File: config.mk
export PLATFORM = sky130hd
export DESIGN_NAME = uart_apb_regs
export DESIGN_NICKNAME = d
export VERILOG_FILES = /design/src/rtl/uart_regs_pkg.sv /design/src/rtl/uart_fifo.sv /design/src/rtl/uart_apb_fsm.sv /design/src/rtl/uart_rx_timeout.sv /design/src/rtl/uart_apb_regs.sv
export SDC_FILE = /design/constraint.sdc
export NUM_CORES = 1
export LEC_CHECK = 0
export BUFFER_PORTS_ARGS = -buffer_cell sky130_fd_sc_hd__buf_4
export CAP_MARGIN = 20
export CORE_MARGIN = 5
export CORE_UTILIZATION = 65
export CTS_BUF_LIST = sky130_fd_sc_hd__clkbuf_8
export DETAILED_ROUTE_END_ITERATION = 7
export PLACE_DENSITY = 0.95
export RECOVER_POWER = 100
export SYNTH_ARGS = -nofsm -noshare
export SYNTH_HDL_FRONTEND = slang
export SYNTH_SLANG_ARGS = --single-unit
File: constraint.sdc
create_clock -name clk -period 8.2 [get_ports clk]
set_input_delay 1.23 -clock clk [delete_from_list [all_inputs] [get_ports clk]]
set_output_delay 1.23 -clock clk [all_outputs]
set_load 0.01 [all_outputs]
File: src/rtl/uart_regs_pkg.sv
package uart_regs_pkg;

    // word offsets in bytes; register index n at 4*n
    localparam int OFS_DATA = 0;
    localparam int OFS_IEN  = 4;
    localparam int OFS_IDF  = 8;
    localparam int OFS_LCTL = 12;
    localparam int OFS_LSTS = 20;

    // identification nibble codes
    localparam logic [3:0] ID_NONE = 4'b0001;
    localparam logic [3:0] ID_LINE = 4'b0110;
    localparam logic [3:0] ID_RXD  = 4'b0100;
    localparam logic [3:0] ID_TMO  = 4'b1100;
    localparam logic [3:0] ID_THRE = 4'b0010;

    typedef enum logic [1:0] {
        APB_IDLE   = 2'd0,
        APB_SETUP  = 2'd1,
        APB_ACCESS = 2'd2
    } apb_state_t;

    typedef enum logic [1:0] {
        TO_EMPTY = 2'd0,
        TO_COUNT = 2'd1,
        TO_FIRED = 2'd2
    } to_state_t;

endpackage

File: src/rtl/uart_fifo.sv
module uart_fifo #(
    parameter int WIDTH = 9,
    parameter int DEPTH = 16
) (
    input  logic                       clk,
    input  logic                       rst_n,
    input  logic                       clr,
    input  logic                       push,
    input  logic [WIDTH-1:0]           din,
    input  logic                       pop,
    output logic [WIDTH-1:0]           dout,
    output logic [$clog2(DEPTH):0]     count,
    output logic                       full,
    output logic                       empty,
    output logic                       dropped
);

    localparam int PW = $clog2(DEPTH);
    localparam int CW = PW + 1;

    logic [WIDTH-1:0] mem [DEPTH];
    logic [PW-1:0]    wr_ptr;
    logic [PW-1:0]    rd_ptr;
    logic [CW-1:0]    cnt;
    logic             do_push;
    logic             do_pop;

    assign full    = (cnt == CW'(DEPTH));
    assign empty   = (cnt == '0);
    assign do_pop  = pop && !empty && !clr;
    assign do_push = push && !clr && (!full || do_pop);
    assign dropped = push && !clr && full && !do_pop;
    assign count   = cnt;
    assign dout    = mem[rd_ptr];

    always_ff @(posedge clk or negedge rst_n) begin
        if (!rst_n) begin
            wr_ptr <= '0;
            rd_ptr <= '0;
            cnt    <= '0;
        end else if (clr) begin
            wr_ptr <= '0;
            rd_ptr <= '0;
            cnt    <= '0;
        end else begin
            if (do_push) wr_ptr <= wr_ptr + 1'b1;
            if (do_pop)  rd_ptr <= rd_ptr + 1'b1;
            unique case ({do_push, do_pop})
                2'b10:   cnt <= cnt + 1'b1;
                2'b01:   cnt <= cnt - 1'b1;
                default: cnt <= cnt;
            endcase
        end
    end

    always_ff @(posedge clk) begin
        if (do_push) mem[wr_ptr] <= din;
    end

    // a push into a full FIFO without a pop leaves it at capacity
    a_r6_full_holds: assert property (@(posedge clk) disable iff (!rst_n)
        (full && push && !pop && !clr) |=> (count == CW'(DEPTH)));

    // a clear strobe empties the FIFO on the next cycle
    a_r8_clear_empties: assert property (@(posedge clk) disable iff (!rst_n)
        clr |=> (count == '0));

endmodule

File: src/rtl/uart_apb_fsm.sv
module uart_apb_fsm
    import uart_regs_pkg::*;
(
    input  logic clk,
    input  logic rst_n,
    input  logic psel,
    input  logic penable,
    input  logic pwrite,
    output logic wr_stb,
    output logic rd_stb
);

    apb_state_t state_q;
    apb_state_t state_d;

    always_ff @(posedge clk or negedge rst_n) begin
        if (!rst_n) state_q <= APB_IDLE;
        else        state_q <= state_d;
    end

    always_comb begin
        state_d = state_q;
        unique case (state_q)
            APB_IDLE: begin
                if (psel && !penable) state_d = APB_SETUP;
            end
            APB_SETUP: begin
                if (psel && penable) state_d = APB_ACCESS;
                else if (!psel)      state_d = APB_IDLE;
            end
            APB_ACCESS: begin
                if (psel && !penable) state_d = APB_SETUP;
                else                  state_d = APB_IDLE;
            end
            default: state_d = APB_IDLE;
        endcase
    end

    always_comb begin
        wr_stb = (state_q == APB_SETUP) && psel && penable && pwrite;
        rd_stb = (state_q == APB_SETUP) && psel && penable && !pwrite;
    end

    // one strobe per transfer, never on two consecutive cycles
    a_r2_single_strobe: assert property (@(posedge clk) disable iff (!rst_n)
        (wr_stb || rd_stb) |=> !(wr_stb || rd_stb));

endmodule

File: src/rtl/uart_rx_timeout.sv
module uart_rx_timeout
    import uart_regs_pkg::*;
#(
    parameter int LIMIT = 64
) (
    input  logic clk,
    input  logic rst_n,
    input  logic activity,
    input  logic nonempty,
    output logic fired
);

    localparam int TW = $clog2(LIMIT + 1);

    to_state_t       state_q;
    to_state_t       state_d;
    logic [TW-1:0]   cnt_q;
    logic [TW-1:0]   cnt_d;

    always_ff @(posedge clk or negedge rst_n) begin
        if (!rst_n) begin
            state_q <= TO_EMPTY;
            cnt_q   <= '0;
        end else begin
            state_q <= state_d;
            cnt_q   <= cnt_d;
        end
    end

    always_comb begin
        state_d = state_q;
        cnt_d   = cnt_q;
        if (!nonempty) begin
            state_d = TO_EMPTY;
            cnt_d   = '0;
        end else if (activity) begin
            state_d = TO_COUNT;
            cnt_d   = '0;
        end else begin
            unique case (state_q)
                TO_EMPTY: begin
                    state_d = TO_COUNT;
                    cnt_d   = '0;
                end
                TO_COUNT: begin
                    if (cnt_q == TW'(LIMIT - 1)) state_d = TO_FIRED;
                    else                         cnt_d   = cnt_q + 1'b1;
                end
                TO_FIRED: state_d = TO_FIRED;
                default:  state_d = TO_EMPTY;
            endcase
        end
    end

    always_comb begin
        fired = (state_q == TO_FIRED);
    end

    // an empty FIFO always returns the tracker to its idle state
    a_r11_empty_resets: assert property (@(posedge clk) disable iff (!rst_n)
        !nonempty |=> (state_q == TO_EMPTY));

    // the idle counter never passes the limit
    a_r11_count_bound: assert property (@(posedge clk) disable iff (!rst_n)
        (state_q == TO_COUNT) |-> (cnt_q < TW'(LIMIT)));

endmodule

File: src/rtl/uart_apb_regs.sv
module uart_apb_regs
    import uart_regs_pkg::*;
#(
    parameter int ADDR_W      = 8,
    parameter int FIFO_DEPTH  = 16,
    parameter int TIMEOUT_CYC = 64
) (
    input  logic              clk,
    input  logic              rst_n,
    input  logic              psel,
    input  logic              penable,
    input  logic              pwrite,
    input  logic [ADDR_W-1:0] paddr,
    input  logic [31:0]       pwdata,
    output logic [31:0]       prdata,
    output logic              pready,
    input  logic              rx_push,
    input  logic [7:0]        rx_char,
    input  logic              rx_par_err,
    input  logic              tx_pop,
    output logic [7:0]        tx_char,
    output logic              tx_avail,
    input  logic              tx_shift_busy,
    output logic [15:0]       divisor,
    output logic [6:0]        line_ctrl,
    output logic              irq
);

    localparam int CW = $clog2(FIFO_DEPTH) + 1;

    // bus phase
    logic wr_stb;
    logic rd_stb;

    // registers
    logic [7:0] lcr_q;
    logic [2:0] ier_q;
    logic [7:0] dll_q;
    logic [7:0] dlm_q;
    logic       fifo_en_q;
    logic [1:0] trig_q;
    logic       ovr_q;
    logic       irq_q;

    // decode
    logic hit_data, hit_ien, hit_idf, hit_lctl, hit_lsts;
    logic dlab;
    logic tx_push_stb, rx_pop_stb, lsr_rd, fcr_wr;
    logic rx_clr, tx_clr;

    // FIFO side
    logic [8:0]    rx_head;
    logic [CW-1:0] rx_count;
    logic [CW-1:0] tx_count;
    logic          rx_full, rx_empty, rx_drop;
    logic          tx_full, tx_empty, tx_drop;
    logic          rx_nonempty;
    logic          to_fired;

    // interrupt causes
    logic [CW-1:0] trig_lvl;
    logic          c_line, c_rxd, c_tmo, c_thre;
    logic [3:0]    iir_id;
    logic [7:0]    iir_byte;
    logic [7:0]    lsr_byte;
    logic [7:0]    rd_byte;

    logic unused_bits;
    assign unused_bits = ^{pwdata[31:8], rx_full, tx_full, tx_drop};

    uart_apb_fsm u_apb_fsm (
        .clk     (clk),
        .rst_n   (rst_n),
        .psel    (psel),
        .penable (penable),
        .pwrite  (pwrite),
        .wr_stb  (wr_stb),
        .rd_stb  (rd_stb)
    );

    assign dlab     = lcr_q[7];
    assign hit_data = (paddr == ADDR_W'(OFS_DATA));
    assign hit_ien  = (paddr == ADDR_W'(OFS_IEN));
    assign hit_idf  = (paddr == ADDR_W'(OFS_IDF));
    assign hit_lctl = (paddr == ADDR_W'(OFS_LCTL));
    assign hit_lsts = (paddr == ADDR_W'(OFS_LSTS));

    assign tx_push_stb = wr_stb && hit_data && !dlab;
    assign rx_pop_stb  = rd_stb && hit_data && !dlab;
    assign lsr_rd      = rd_stb && hit_lsts;
    assign fcr_wr      = wr_stb && hit_idf;
    assign rx_clr      = fcr_wr && pwdata[1];
    assign tx_clr      = fcr_wr && pwdata[2];

    uart_fifo #(.WIDTH(9), .DEPTH(FIFO_DEPTH)) u_rx_fifo (
        .clk     (clk),
        .rst_n   (rst_n),
        .clr     (rx_clr),
        .push    (rx_push),
        .din     ({rx_par_err, rx_char}),
        .pop     (rx_pop_stb),
        .dout    (rx_head),
        .count   (rx_count),
        .full    (rx_full),
        .empty   (rx_empty),
        .dropped (rx_drop)
    );

    uart_fifo #(.WIDTH(8), .DEPTH(FIFO_DEPTH)) u_tx_fifo (
        .clk     (clk),
        .rst_n   (rst_n),
        .clr     (tx_clr),
        .push    (tx_push_stb),
        .din     (pwdata[7:0]),
        .pop     (tx_pop),
        .dout    (tx_char),
        .count   (tx_count),
        .full    (tx_full),
        .empty   (tx_empty),
        .dropped (tx_drop)
    );

    assign rx_nonempty = !rx_empty;

    uart_rx_timeout #(.LIMIT(TIMEOUT_CYC)) u_rx_timeout (
        .clk      (clk),
        .rst_n    (rst_n),
        .activity (rx_push || rx_pop_stb),
        .nonempty (rx_nonempty),
        .fired    (to_fired)
    );

    // register writes
    always_ff @(posedge clk or negedge rst_n) begin
        if (!rst_n) begin
            lcr_q     <= '0;
            ier_q     <= '0;
            dll_q     <= '0;
            dlm_q     <= '0;
            fifo_en_q <= 1'b0;
            trig_q    <= '0;
        end else if (wr_stb) begin
            if (hit_data && dlab) dll_q <= pwdata[7:0];
            if (hit_ien) begin
                if (dlab) dlm_q <= pwdata[7:0];
                else      ier_q <= pwdata[2:0];
            end
            if (hit_idf) begin
                fifo_en_q <= pwdata[0];
                trig_q    <= pwdata[7:6];
            end
            if (hit_lctl) lcr_q <= pwdata[7:0];
        end
    end

    // overrun flag: set on a dropped push, cleared by a status read
    always_ff @(posedge clk or negedge rst_n) begin
        if (!rst_n)       ovr_q <= 1'b0;
        else if (rx_drop) ovr_q <= 1'b1;
        else if (lsr_rd)  ovr_q <= 1'b0;
    end

    // trigger level lookup
    always_comb begin
        unique case (trig_q)
            2'b00:   trig_lvl = CW'(1);
            2'b01:   trig_lvl = CW'(4);
            2'b10:   trig_lvl = CW'(8);
            default: trig_lvl = CW'(14);
        endcase
    end

    // interrupt causes, each gated by its enable
    always_comb begin
        c_line = ier_q[2] && (ovr_q || (rx_nonempty && rx_head[8]));
        c_rxd  = ier_q[0] && (fifo_en_q ? (rx_count >= trig_lvl) : rx_nonempty);
        c_tmo  = ier_q[0] && fifo_en_q && to_fired && rx_nonempty;
        c_thre = ier_q[1] && tx_empty;
    end

    always_comb begin
        if (c_line)      iir_id = ID_LINE;
        else if (c_rxd)  iir_id = ID_RXD;
        else if (c_tmo)  iir_id = ID_TMO;
        else if (c_thre) iir_id = ID_THRE;
        else             iir_id = ID_NONE;
        iir_byte = {fifo_en_q, fifo_en_q, 2'b00, iir_id};
        lsr_byte = {1'b0, tx_empty && !tx_shift_busy, tx_empty, 2'b00,
                    rx_nonempty && rx_head[8], 1'b0, rx_nonempty};
    end

    always_ff @(posedge clk or negedge rst_n) begin
        if (!rst_n) irq_q <= 1'b0;
        else        irq_q <= c_line || c_rxd || c_tmo || c_thre;
    end

    // read mux
    always_comb begin
        rd_byte = 8'h00;
        if (hit_data)      rd_byte = dlab ? dll_q : (rx_nonempty ? rx_head[7:0] : 8'h00);
        else if (hit_ien)  rd_byte = dlab ? dlm_q : {5'b0, ier_q};
        else if (hit_idf)  rd_byte = iir_byte;
        else if (hit_lctl) rd_byte = lcr_q;
        else if (hit_lsts) rd_byte = lsr_byte;
    end

    assign prdata    = {24'h0, rd_byte};
    assign pready    = 1'b1;
    assign divisor   = {dlm_q, dll_q};
    assign line_ctrl = lcr_q[6:0];
    assign tx_avail  = !tx_empty;
    assign irq       = irq_q;

    // with the divisor bank selected the transmit FIFO only shrinks or clears
    a_r3_no_push_in_div_bank: assert property (@(posedge clk) disable iff (!rst_n)
        (dlab && !tx_pop && !tx_clr) |=> (tx_count == $past(tx_count)));

    // a status read without a fresh drop clears the overrun flag
    a_r6_overrun_clears: assert property (@(posedge clk) disable iff (!rst_n)
        (lsr_rd && !rx_drop) |=> !ovr_q);

    // a dropped push always leaves the overrun flag set
    a_r6_drop_sets_flag: assert property (@(posedge clk) disable iff (!rst_n)
        rx_drop |=> ovr_q);

    // with every enable clear in the previous cycle, irq stays low
    a_r13_irq_masked: assert property (@(posedge clk) disable iff (!rst_n)
        ($past(ier_q) == 3'b000) |-> !irq_q);

    // an empty receive read returns zero on the bus
    a_r5_empty_read_zero: assert property (@(posedge clk) disable iff (!rst_n)
        (rx_pop_stb && rx_empty) |-> (prdata == 32'h0));

endmodule

==> metrics.md, run 1 <==
| Metric | Value |
|---|---|
| Yosys top cell area share | 54.8% |
| Min-Delay Path Class | reg2reg |
| Routed length per instance | 24.7 um |
| Gate power share | 20.7% |
| Syn Area/Cell | 16.3 sq um |
| Global Route Usage Sum | 25.4% |
| DR iter-0 viols | 865 |
| Seq/Total Area, Yosys | 66.3% |
| Initial antenna violation count | 0 |
| Ant. Diodes | 0 |
| FF+latch count, synth | 341 |
| Port bufs | 73 |
| I/O pin count | 123 |
| VDD IR max | 0.224 mV |
| Die H | 161 um |
| Cell-internal power | 3.03 mW |
| Antenna viol nets, final | 0 |
| Final setup violating endpoints | 0 |
| Arr. time, crit path | 4.29 ns |
| Crit path required time | 6.97 ns |
| Die Footprint | 26100 sq um |
| Setup TNS | 0 ns |
| Fillcell total | 1377 |
| Violated checks | capacitance limit, slew limit |
| Top cell type by total area after synthesis | edfxtp_1 |
| Period minus WS final | 5.52 ns |
| H-Tree Depth | 2 |
| Largest net degree at the start of global routing | 70 |
| Worst setup SP type | flop |
| Vias/cell | 6.35 |
| Critical Path Max Stage Delay | 1.99 ns |
| Layout Nets | 1085 |
| Final Slew Violations | 106 |
| Async set-reset flop share out of synthesis | 20.2% |
| DR vias | 8461 |
| CTS tree | built |
| First-pass GRT wire length | 50400 um |
| # clock sinks | 341 |
| Post-CTS sizing | 0 |
| Actual slew at the worst max-slew pin | 3.75 ns |
| FP Rows | 55 |
| Part of the power in registers | 49.8% |
| Final hold vios | 0 |
| Worst hold margin | 0.472 ns |
| Fmax | 181 MHz |
| DRC Markers | 0 |
| Synth unique cells | 64 |
| Worst-Skew Late Latency | 0.57 ns |
| CP cell instances | clkbuf_1 -> mux4_2 -> mux4_2 -> clkbuf_1 |
| Clock transition at path regs | 0.06 ns |
| Syn Inst Count | 917 |
| P_leak | 5.75 nW |
| CP Class | reg2out |
| Clk pwr share | 29.5% |
| Total of max-cap violations | 2 |
| CP Capture Type | primary output |
| NetSw | 1.23 mW |
| Cell Pwr Density | 262 nW/um^2 |
| CP max stage cell | clkbuf_1 |
| RD Place Congestion | 0.927 |
| Area delta synth->final | 8.83% |
| Maximum clock path buffer count | 3 |
| 1st-pass router iterations | 5 |
| Synthesized area | 14900 sq um |
| Setup repair bufs after CTS | 0 |
| Ys flop type | edfxtp_1 |
| Switch share | 28.9% |
| Die width | 161 um |
| TritonCTS buffer count | 52 |
| Clk_skew | 0.0160 ns |
| RSZ-0062 raised after global routing | false |
| EDFF count, synth | 272 |
| Routed wire length | 32800 um |
| Final Cycle Share | 67.3% |
| Area of the core | 22600 sq um |
| Outcome | complete, but fails checks |
| Most area-consuming cells after synthesis | edfxtp_1, mux4_2, dfrtp_1 |
| Root Buffer | clkbuf_8 |
| Crit Path Max Fanout | 35 |
| Global route total overflow | 0 |
| Worst reg2reg setup slack | 4.17 ns |
| Slew margin rel. | -150% |
| Share of cells above drive strength 1 | 19.8% |
| Vias in the first global route | 8731 |
| Initial core utilization | 65.9% |
| Number of hold buffers added after cts | 0 |
| Final HPWL DP | 21800 um |
| Synth Warn # | 0 |
-- power by group through the flow --
stage | Clock (mW) | Sequential [mW] | Combinational (mW)
global placement | 0 | 2.13 | 0.873
global route | 1.37 | 2.13 | 0.968
finish | 1.26 | 2.12 | 0.881
CTS | 1.27 | 2.11 | 0.915
detailed placement | 0 | 2.15 | 0.913
floorplan | 0 | 2.09 | 0.677
-- stage by stage --
stage                     worst slack (ns)  util (%)  total power [mW]  instances  area (sq um)
after floorplan                       4.16         -              2.76        940         15000
after global placement                3.46      68.8              3.01       1235         15600
after detailed placement              3.44      68.8              3.06       1235         15600
after CTS                             3.44      72.9              4.30       1332         16500
after global routing                  2.21      71.7              4.46       1332         16200
final                                 2.68      71.7              4.25       1332         16200
-- cell families (layout without fill, tap and decap cells) --
family / Yosys count / count (layout) / share of synthesized area [%]
adders and majority gates: 24 / 24 / 2.06
AOI/OAI and AO/OA: 89 / 89 / 3.97
muxes: 126 / 126 / 15.5
buffers and inverters: 99 / 206 / 3.39
DFF: 341 / 341 / 66.3
other: 2 / 25 / 0.0504
xor gates and xnor gates: 23 / 23 / 1.35
and+or+nand+nor: 213 / 213 / 7.37
-- area by class of cell --
type / instances / area (sq um) / area share (%)
clock inverters: 42 / 176 / 1.09
repair buffers: 84 / 390 / 2.40
multi-input cells: 500 / 4560 / 28.1
flip-flops and latches: 341 / 9900 / 61.0
inverters: 25 / 93.8 / 0.578
clock buffers: 55 / 757 / 4.66
well taps: 285 / 357 / 2.20
-- synthesized netlist by cell type, drive strengths merged (14+ instances only) --
cell type / number
a21oi: 19
mux4: 80
edfxtp: 272
ha: 23
nor2: 56
inv: 25
mux2: 32
buf: 48
and2: 23
nand2: 45
nand3: 19
nor3: 14
o21ai: 21
dfrtp: 69
mux2i: 14
clkbuf: 26
-- final timing paths --
kind / start / end / cells after the start
min in group asynchronous: rst_n / u_tx_fifo.count[1]$_DFFE_PN0P_ / 1
max in group asynchronous: rst_n / u_rx_fifo.rd_ptr[0]$_DFFE_PN0P_ / 1
worst max register to register: lcr_q[7]$_DFFE_PN0P_ / u_tx_fifo.mem[3][2]$_DFFE_PP_ / 6
worst max-delay path: u_tx_fifo.rd_ptr[0]$_DFFE_PN0P_ / tx_char[4] / 4
worst min register to register: u_apb_fsm.state_q[1]$_DFFE_PN0P_ / u_apb_fsm.state_q[0]$_DFFE_PN0P_ / 1
worst min-delay path: u_apb_fsm.state_q[1]$_DFFE_PN0P_ / u_apb_fsm.state_q[0]$_DFFE_PN0P_ / 1
-- metal layers --
layer | GRT usage [%] | up-vias | share of wire [%]
met5 | 0 | - | 0
met4 | 8.65 | 0 | 2.8
met3 | 4.26 | 67 | 6.7
met2 | 45.0 | 402 | 54
met1 | 32.3 | 4295 | 37
li1 | - | 3697 | -
-- cells in the final DEF, fill, tap and decap left out, types with 19 or more instances in the layout --
| master | count |
|---|---|
| a21oi_1 | 19 |
| and2_0 | 21 |
| clkbuf_1 | 64 |
| clkbuf_8 | 55 |
| conb_1 | 25 |
| dfrtp_1 | 67 |
| edfxtp_1 | 272 |
| ha_1 | 23 |
| inv_1 | 36 |
| mux2_2 | 32 |
| mux4_2 | 80 |
| nand2_1 | 45 |
| nand3_1 | 19 |
| nor2_1 | 56 |
| o21ai_0 | 21 |
-- critical path, delay by kind of cell, from the launching register on --
kind | cells | cell delay, ns
muxes | 2 | 1.23
DFF | 1 | 0.34
buffers and inverters | 2 | 2.14
-- registers in the layout, summed over array words and instances, names as in the netlist, 5 cells and up --
name,count
u_rx_fifo.count,5
u_tx_fifo.count,5
dlm_q,8
u_rx_fifo.mem,144
lcr_q,8
u_rx_timeout.cnt_q,7
u_tx_fifo.mem,128
dll_q,8
No activity file was read; power rests on OpenSTA's default activity.
==> run 2, diff against run 1 <==
--- a/config.mk
+++ b/config.mk
@@ -5,13 +5,14 @@
 export SDC_FILE = /design/constraint.sdc
 export NUM_CORES = 1
 export LEC_CHECK = 0
+export ABC_AREA = 1
 export BUFFER_PORTS_ARGS = -buffer_cell sky130_fd_sc_hd__buf_4
 export CAP_MARGIN = 20
 export CORE_MARGIN = 5
-export CORE_UTILIZATION = 65
+export CORE_UTILIZATION = 56
 export CTS_BUF_LIST = sky130_fd_sc_hd__clkbuf_8
 export DETAILED_ROUTE_END_ITERATION = 7
-export PLACE_DENSITY = 0.95
+export PLACE_DENSITY = 0.87
 export RECOVER_POWER = 100
 export SYNTH_ARGS = -nofsm -noshare
 export SYNTH_HDL_FRONTEND = slang
==> constraint.sdc (replaced) <==
create_clock -name clk -period 4.5 [get_ports clk]
set_input_delay 0.675 -clock clk [delete_from_list [all_inputs] [get_ports clk]]
set_output_delay 0.675 -clock clk [all_outputs]
set_load 0.01 [all_outputs]
==> run 2 against run 1 <==
The run now ends clean. Clock-buffer cell count down 4. Flip-flop and latch count did not move. Critical path depth is 3 higher. Clock skew is 0.0084 ns higher. Cell count rose by 38%. Via count grew 26%. Setup slack worse by 2.2 ns. Largest cell class unchanged. Largest power group unchanged. Highest routed layer unchanged.
==> metrics.md, run 2 <==
| Metric | Value |
|---|---|
| First-pass GRT wire length | 53800 um (+6.8%) |
| Crit path required time | 3.83 ns (-3.14 ns) |
| Antenna viol nets, final | 0 (unchanged) |
| Final setup violating endpoints | 0 (unchanged) |
| Clk_skew | 0.0243 ns (+0.00836 ns) |
| FF+latch count, synth | 341 (unchanged) |
| Post-synth top cells | edfxtp_1, nand2_1, nor2_1 |
| Final HPWL DP | 22100 um (+1.2%) |
| Largest regs | u_rx_fifo.mem x144, u_tx_fifo.mem x128 |
| H-Tree Depth | 2 (unchanged) |
| Switch share | 32.5% (+3.6 points) |
| Worst-Skew Late Latency | 0.59 ns (+0.02 ns) |
| Global Route Usage Sum | 22.1% (-3.4 points) |
| CP Capture Type | primary output |
| Initial core utilization | 56.3% (-9.6 points) |
| Synthesized area | 15000 sq um (+0.91%) |
| Root Buffer | clkbuf_8 |
| Worst hold margin | 0.219 ns (-0.253 ns) |
| Max reg flops | 144 (unchanged) |
| Area delta synth->final | 8.26% |
| Actual slew at the worst max-slew pin | 1.12 ns (-2.64 ns) |
| EDFF count, synth | 272 (unchanged) |
| Clock transition at path regs | 0.07 ns (about the same) |
| Ant. Diodes | 0 (unchanged) |
| Area of the multi-input gates | 4300 sq um (-5.7%) |
| Crit Path Max Fanout | 35 (unchanged) |
| Syn Area/Cell | 10.9 sq um (-33%) |
| Gate power share | 22.4% (+1.7 points) |
| Seq/Total Area, Yosys | 65.7% (-0.60 points) |
| Min-Delay Path Class | in2async |
| Fillcell total | 2076 (+51%) |
| Total of max-cap violations | 0 (-2) |
| Part of the power in registers | 48.7% (-1.1 points) |
| Initial antenna violation count | 0 (unchanged) |
| Area of the core | 26700 sq um (+18%) |
| Global route total overflow | 0 (unchanged) |
| Fmax | 247 MHz |
| Number of hold buffers added after cts | 0 (unchanged) |
| DR vias | 10700 (+26%) |
| Die width | 174 um (+7.7%) |
| Outcome | completed |
| Most common cell after layout, fill and taps aside | edfxtp_1 |
| Top cell type by total area after synthesis | edfxtp_1 |
| Layout Nets | 1534 (+41%) |
| DR iter-0 viols | 1262 (+46%) |
| Slew margin rel. | 25.1% (+180 points) |
| Commonest cells after routing, fill and taps aside | edfxtp_1, nand2_1, nor2_1, o21ai_0, inv_1 |
| DRC Markers | 0 (unchanged) |
| Most flops, register | u_rx_fifo.mem |
| Vias in the first global route | 10200 (+17%) |
| Share of cells above drive strength 1 | 7.70% (-12 points) |
| Setup repair bufs after CTS | 0 (unchanged) |
| Worst setup SP type | flop |
| Largest net degree at the start of global routing | 90 (+29%) |
| Ys flop type | edfxtp_1 |
| Register cell area after layout | 9900 sq um (about the same) |
| Period minus WS final | 4.05 ns |
| Die Footprint | 30300 sq um (+16%) |
| Syn Inst Count | 1382 (+51%) |
| Maximum clock path buffer count | 3 (unchanged) |
| CP Class | reg2out |
| Worst slack at placement | 1.20 ns (-2.24 ns) |
| P_leak | 6.17 nW (+7.3%) |
| Yosys top cell area share | 54.3% (-0.49 points) |
| Final Slew Violations | 0 (-100%) |
| NetSw | 2.50 mW (+100%) |
| Final worst slack | 0.449 ns (-2.23 ns) |
| # clock sinks | 341 (unchanged) |
| Most numerous cell in the Yosys netlist | edfxtp_1 |
| Final Cycle Share | 90.0% |
| Final hold vios | 0 (unchanged) |
| VDD IR max | 0.317 mV (+42%) |
| Cell Pwr Density | 473 nW/um^2 (+81%) |
| Post-CTS sizing | 0 (unchanged) |
| RSZ-0062 raised after global routing | false |
| Clk pwr share | 28.8% (-0.7 points) |
| Synth unique cells | 49 (-23%) |
| Arr. time, crit path | 3.38 ns (-0.91 ns) |
| Routed length per instance | 18.7 um (-24%) |
| Setup TNS | 0 ns (unchanged) |
| Port bufs | 73 (unchanged) |
| Util after Layout | 61.0% (-11 points) |
| Async set-reset flop share out of synthesis | 20.2% (unchanged) |
| CTS tree | built |
| I/O pin count | 123 (unchanged) |
| Die H | 174 um (+7.7%) |
| RD Place Congestion | 0.919 (-0.82%) |
| Most area-consuming cells after synthesis | edfxtp_1, dfrtp_1, o21ai_0 |
| 1st-pass router iterations | 6 (+1) |
| FP Rows | 60 (+9.1%) |
| Synth Warn # | 0 (unchanged) |
| Total Power | 7.71 mW (+81%) |
| Vias/cell | 5.83 (-8.3%) |
| Routed wire length | 34400 um (+4.7%) |
| Cell-internal power | 5.21 mW (+72%) |
| TritonCTS buffer count | 50 (-3.8%) |
## run 2: cell count changes after synthesis, moves of 25 or more
cell and change:
mux2_2 -32, nor2_1 +136, nand2_1 +172, a21oi_1 +25, o21ai_0 +157, nand3_1 +35, mux4_2 -80, inv_1 +65
o22ai_1 +44
## run 2: worst paths after layout
kind	to	from	cells past startpoint	slack, ns
setup / recovery	tx_char[6]	u_tx_fifo.rd_ptr[1]$_DFFE_PN0P_	7	0.45
hold / removal	dlm_q[7]$_DFFE_PN0P_	rst_n	1	0.22
setup reg to reg	u_tx_fifo.count[4]$_DFFE_PN0P_	u_apb_fsm.state_q[1]$_DFFE_PN0P_	13	0.84
hold reg to reg	u_apb_fsm.state_q[0]$_DFFE_PN0P_	u_apb_fsm.state_q[1]$_DFFE_PN0P_	1	0.45
max in group asynchronous	u_rx_fifo.rd_ptr[0]$_DFFE_PN0P_	rst_n	1	3.66
min in group clk	u_apb_fsm.state_q[0]$_DFFE_PN0P_	penable	2	0.26
## run 2: cell families after synthesis
| kind of cell | Yosys count | synth area share, % |
|---|---|---|
| simple gates | 513 | 14.6 |
| flops | 341 | 65.7 |
| buf+inv | 187 | 5.67 |
| compound gates | 307 | 11.4 |
| xor+xnor | 8 | 0.466 |
| other cells | 2 | 0.0499 |
| fa+ha+maj | 24 | 2.05 |
## run 2: critical path, cell delays in order (launching register included)
cell and delay, ns:
dfrtp_1 0.35, clkbuf_2 0.43, inv_1 0.93, o21ai_0 0.23, o22ai_1 0.24, o21ai_0 0.18
o22ai_1 0.25, clkbuf_1 0.18
## run 2: area by class of cell
type | instances | area share, %
multi-input combinational | 877 | 26.4
timing repair buffer | 81 | 2.43
clock buffer | 51 | 4.31
sequential | 341 | 60.7
tap | 341 | 2.62
clock inverter | 42 | 1.14
inverter | 102 | 2.36
## run 2: power by group through the flow
stage          Sequential, mW  Clock [mW]  Combinational [mW]
3_3_place_gp             3.80           0                1.69
2_1_floorplan            3.76           0                1.25
5_1_grt                  3.77        2.41                1.93
4_1_cts                  3.75        2.25                1.79
6_report                 3.76        2.22                1.73
3_5_place_dp             3.82           0                1.78
## run 2: metrics by stage
step	std cells	instance area (sq um)
floorplan	1405	15100
global placement	1742	15700
detailed placement	1742	15700
CTS	1835	16600
global route	1835	16300
finish	1835	16300
## run 2: metal layers
metal	global-route usage (%)	vias up	share of wire, %
li1	-	4919	-
met1	28.6	5103	39
met2	37.4	586	49
met3	4.52	83	9.4
met4	7.69	0	3.0
met5	0	-	0
==> run 3, diff against run 2 <==
--- a/config.mk
+++ b/config.mk
@@ -6,13 +6,13 @@
 export NUM_CORES = 1
 export LEC_CHECK = 0
 export ABC_AREA = 1
-export BUFFER_PORTS_ARGS = -buffer_cell sky130_fd_sc_hd__buf_4
 export CAP_MARGIN = 20
 export CORE_MARGIN = 5
-export CORE_UTILIZATION = 56
+export CORE_UTILIZATION = 60
 export CTS_BUF_LIST = sky130_fd_sc_hd__clkbuf_8
 export DETAILED_ROUTE_END_ITERATION = 7
-export PLACE_DENSITY = 0.87
+export DONT_BUFFER_PORTS = 1
+export PLACE_DENSITY = 0.88
 export RECOVER_POWER = 100
 export SYNTH_ARGS = -nofsm -noshare
 export SYNTH_HDL_FRONTEND = slang
==> run 3 against run 2 <==
Non-clock buffer count fell by 69. Cell count down 4.1%. Maximum frequency is 1.2% lower. Final area is 1.1% lower. Sequential power is essentially flat. Critical path type unchanged. Largest power group unchanged.
==> metrics.md, run 3 (same netlist as run 2, synthesis figures left out) <==
| Metric | Value |
|---|---|
| Outcome | completed |
| Clk pwr share | 30.7% (+1.9 points) |
| Slew margin rel. | 20.4% (-4.6 points) |
| Gate power share | 21.0% (-1.4 points) |
| 1st-pass router iterations | 5 (-1) |
| Max reg flops | 144 (unchanged) |
| Area delta synth->final | 7.03% |
| Clock transition at path regs | 0.06 ns (about the same) |
| Layout Cells excl Fill | 1759 (-4.1%) |
| Min-Delay Path Class | in2reg |
| CTS tree | built |
| Final Instance Area | 16100 sq um (-1.1%) |
| Placed Cells | 1660 (-4.7%) |
| Share of cells above drive strength 1 | 7.84% (+0.14 points) |
| Cell-internal power | 5.32 mW (+2.1%) |
| Final Cycle Share | 91.2% (+1.1 points) |
| Antenna viol nets, final | 0 (unchanged) |
| Commonest cells after routing, fill and taps aside | edfxtp_1, nand2_1, nor2_1, o21ai_0, inv_1 |
| Final HPWL DP | 22200 um (+0.50%) |
| DRC Markers | 0 (unchanged) |
| P_leak | 6.07 nW (-1.5%) |
| Vias/cell | 5.96 (+2.3%) |
| Largest regs | u_rx_fifo.mem x144, u_tx_fifo.mem x128 |
| I/O pin count | 123 (unchanged) |
| Initial core utilization | 60.3% (+4.0 points) |
| Routed length per instance | 19.5 um (+4.1%) |
| Worst reg2reg setup slack | 0.72 ns (-0.12 ns) |
| Post-CTS sizing | 0 (unchanged) |
| Ant. Diodes | 0 (unchanged) |
| Switch share | 31.8% (-0.67 points) |
| # clock sinks | 341 (unchanged) |
| Maximum clock path buffer count | 3 (unchanged) |
| Worst setup SP type | flop |
| Die width | 168 um (-3.2%) |
| Number of hold buffers added after cts | 2 (+2) |
| Largest net degree at the start of global routing | 90 (unchanged) |
| Initial antenna violation count | 0 (unchanged) |
| Worst-Skew Late Latency | 0.58 ns (about the same) |
| Arr. time, crit path | 3.43 ns (+0.05 ns) |
| Global Route Usage Sum | 23.8% (+1.7 points) |
| Hold path endpoint | u_apb_fsm.state_q[0]$_DFFE_PN0P_ |
| Layout Nets | 1467 (-4.4%) |
| Fmax | 244 MHz (-1.2%) |
| Die H | 168 um (-3.2%) |
| Crit Path Max Fanout | 18 (-49%) |
| Clk_skew | 0.0478 ns (+0.0234 ns) |
| Area of the core | 25000 sq um (-6.6%) |
| Worst slack at placement | 1.20 ns (+0.00860 ns) |
| Vias in the first global route | 10200 (-0.15%) |
| FP Rows | 58 (-3.3%) |
| Port bufs | 0 (-100%) |
| Final setup violating endpoints | 0 (unchanged) |
| Crit path required time | 3.83 ns (about the same) |
| Reg-to-reg endpoint | u_tx_fifo.count[4]$_DFFE_PN0P_ |
| DR vias | 10500 (-2.0%) |
| VDD IR max | 0.446 mV (+41%) |
| Total Power | 7.80 mW (+1.1%) |
| CP Capture Type | primary output |
| RSZ-0062 raised after global routing | false |
| Min-delay src | penable |
| Most common cell after layout, fill and taps aside | edfxtp_1 |
| Period minus WS final | 4.10 ns (+0.0509 ns) |
| CP Class | reg2out |
| Final Slew Violations | 0 (unchanged) |
| FF-to-FF Start | u_apb_fsm.state_q[1]$_DFFE_PN0P_ |
| NetSw | 2.48 mW (-0.99%) |
| First-pass GRT wire length | 53800 um (+0.10%) |
| Final worst slack | 0.398 ns (-0.0509 ns) |
| RD Place Congestion | 0.929 (+1.1%) |
| H-Tree Depth | 2 (unchanged) |
| Area post-placement | 15200 sq um (-3.4%) |
| Global route total overflow | 0 (unchanged) |
| Final hold vios | 0 (unchanged) |
| Routed wire length | 34300 um (-0.19%) |
| Root Buffer | clkbuf_8 |
| Hold Crit Depth | 1 |
| Cell Pwr Density | 484 nW/um^2 (+2.3%) |
| Setup repair bufs after CTS | 0 (unchanged) |
| Die Footprint | 28400 sq um (-6.3%) |
| Most flops, register | u_rx_fifo.mem |
| Setup TNS | 0 ns (unchanged) |
| TritonCTS buffer count | 52 (+4.0%) |
| Reg2Reg Depth | 13 (unchanged) |
| Actual slew at the worst max-slew pin | 1.18 ns (+0.0691 ns) |
| DR iter-0 viols | 1349 (+6.9%) |
| Part of the power in registers | 48.3% (-0.4 points) |
| Total of max-cap violations | 0 (unchanged) |
## run 3: changes by cell type in the layout (fill, tap and decap cells not counted), sizes merged
cell / before / now
clkbuf: 108 / 60
buf: 24 / 10
inv: 121 / 113
clkinv: 22 / 24
clkinvlp: 1 / 3
dlygate4sd3: 0 / 1
## run 3: layer usage
layer	GRT usage [%]	vias up	wire [um]
met5	0	-	0
met3	5.12	78	3520
li1	-	4778	-
met1	31.0	5066	12800
met2	40.0	558	17100
met4	8.43	0	920
## run 3: worst max-delay path by stage
stage          cells after the start                       startpoint  slack, ns                              to
6_report                           7  u_rx_fifo.rd_ptr[1]$_DFFE_PN0P_       0.40                       prdata[0]
5_1_grt                            9  u_rx_fifo.rd_ptr[1]$_DFFE_PN0P_       0.31                       prdata[2]
4_1_cts                            9  u_rx_fifo.rd_ptr[1]$_DFFE_PN0P_       0.81                       prdata[3]
3_5_place_dp                      12                          penable       1.20  u_tx_fifo.count[4]$_DFFE_PN0P_
3_3_place_gp                      12                          penable       1.34  u_tx_fifo.count[4]$_DFFE_PN0P_
2_1_floorplan                     14                         paddr[5]       1.86  u_tx_fifo.count[4]$_DFFE_PN0P_
## run 3: stage by stage
step | util (%) | hold WS, ns
6_report | 64.5 | 0.157
5_1_grt | 64.5 | 0.132
4_1_cts | 64.9 | 0.130
3_5_place_dp | 60.8 | 0.381
3_3_place_gp | 60.8 | 0.382
2_1_floorplan | - | 0.379
## run 3: critical path: stages (launching register included)
cell	delay, ns
dfrtp_1	0.57
clkbuf_1	0.62
o21ai_0	0.20
o211ai_1	0.26
nand3_1	0.15
o21ai_0	0.56
a21oi_1	0.18
a21oi_1	0.31
## run 3: power groups by stage
stage | Combinational (mW) | Sequential, mW | Clock (mW)
floorplan | 1.25 | 3.76 | 0
global placement | 1.53 | 3.81 | 0
detailed placement | 1.61 | 3.82 | 0
CTS | 1.64 | 3.76 | 2.42
global route | 1.83 | 3.78 | 2.58
finish | 1.64 | 3.76 | 2.40
## run 3: final cells by class
cell class                 instances  area, sq um
sequential                       341         9900
fill                            1806         8860
multi-input combinational        877         4300
clock buffer                      59          812
tap                              330          413
inverter                         102          384
clock inverter                    38          179
timing repair buffer              12          121
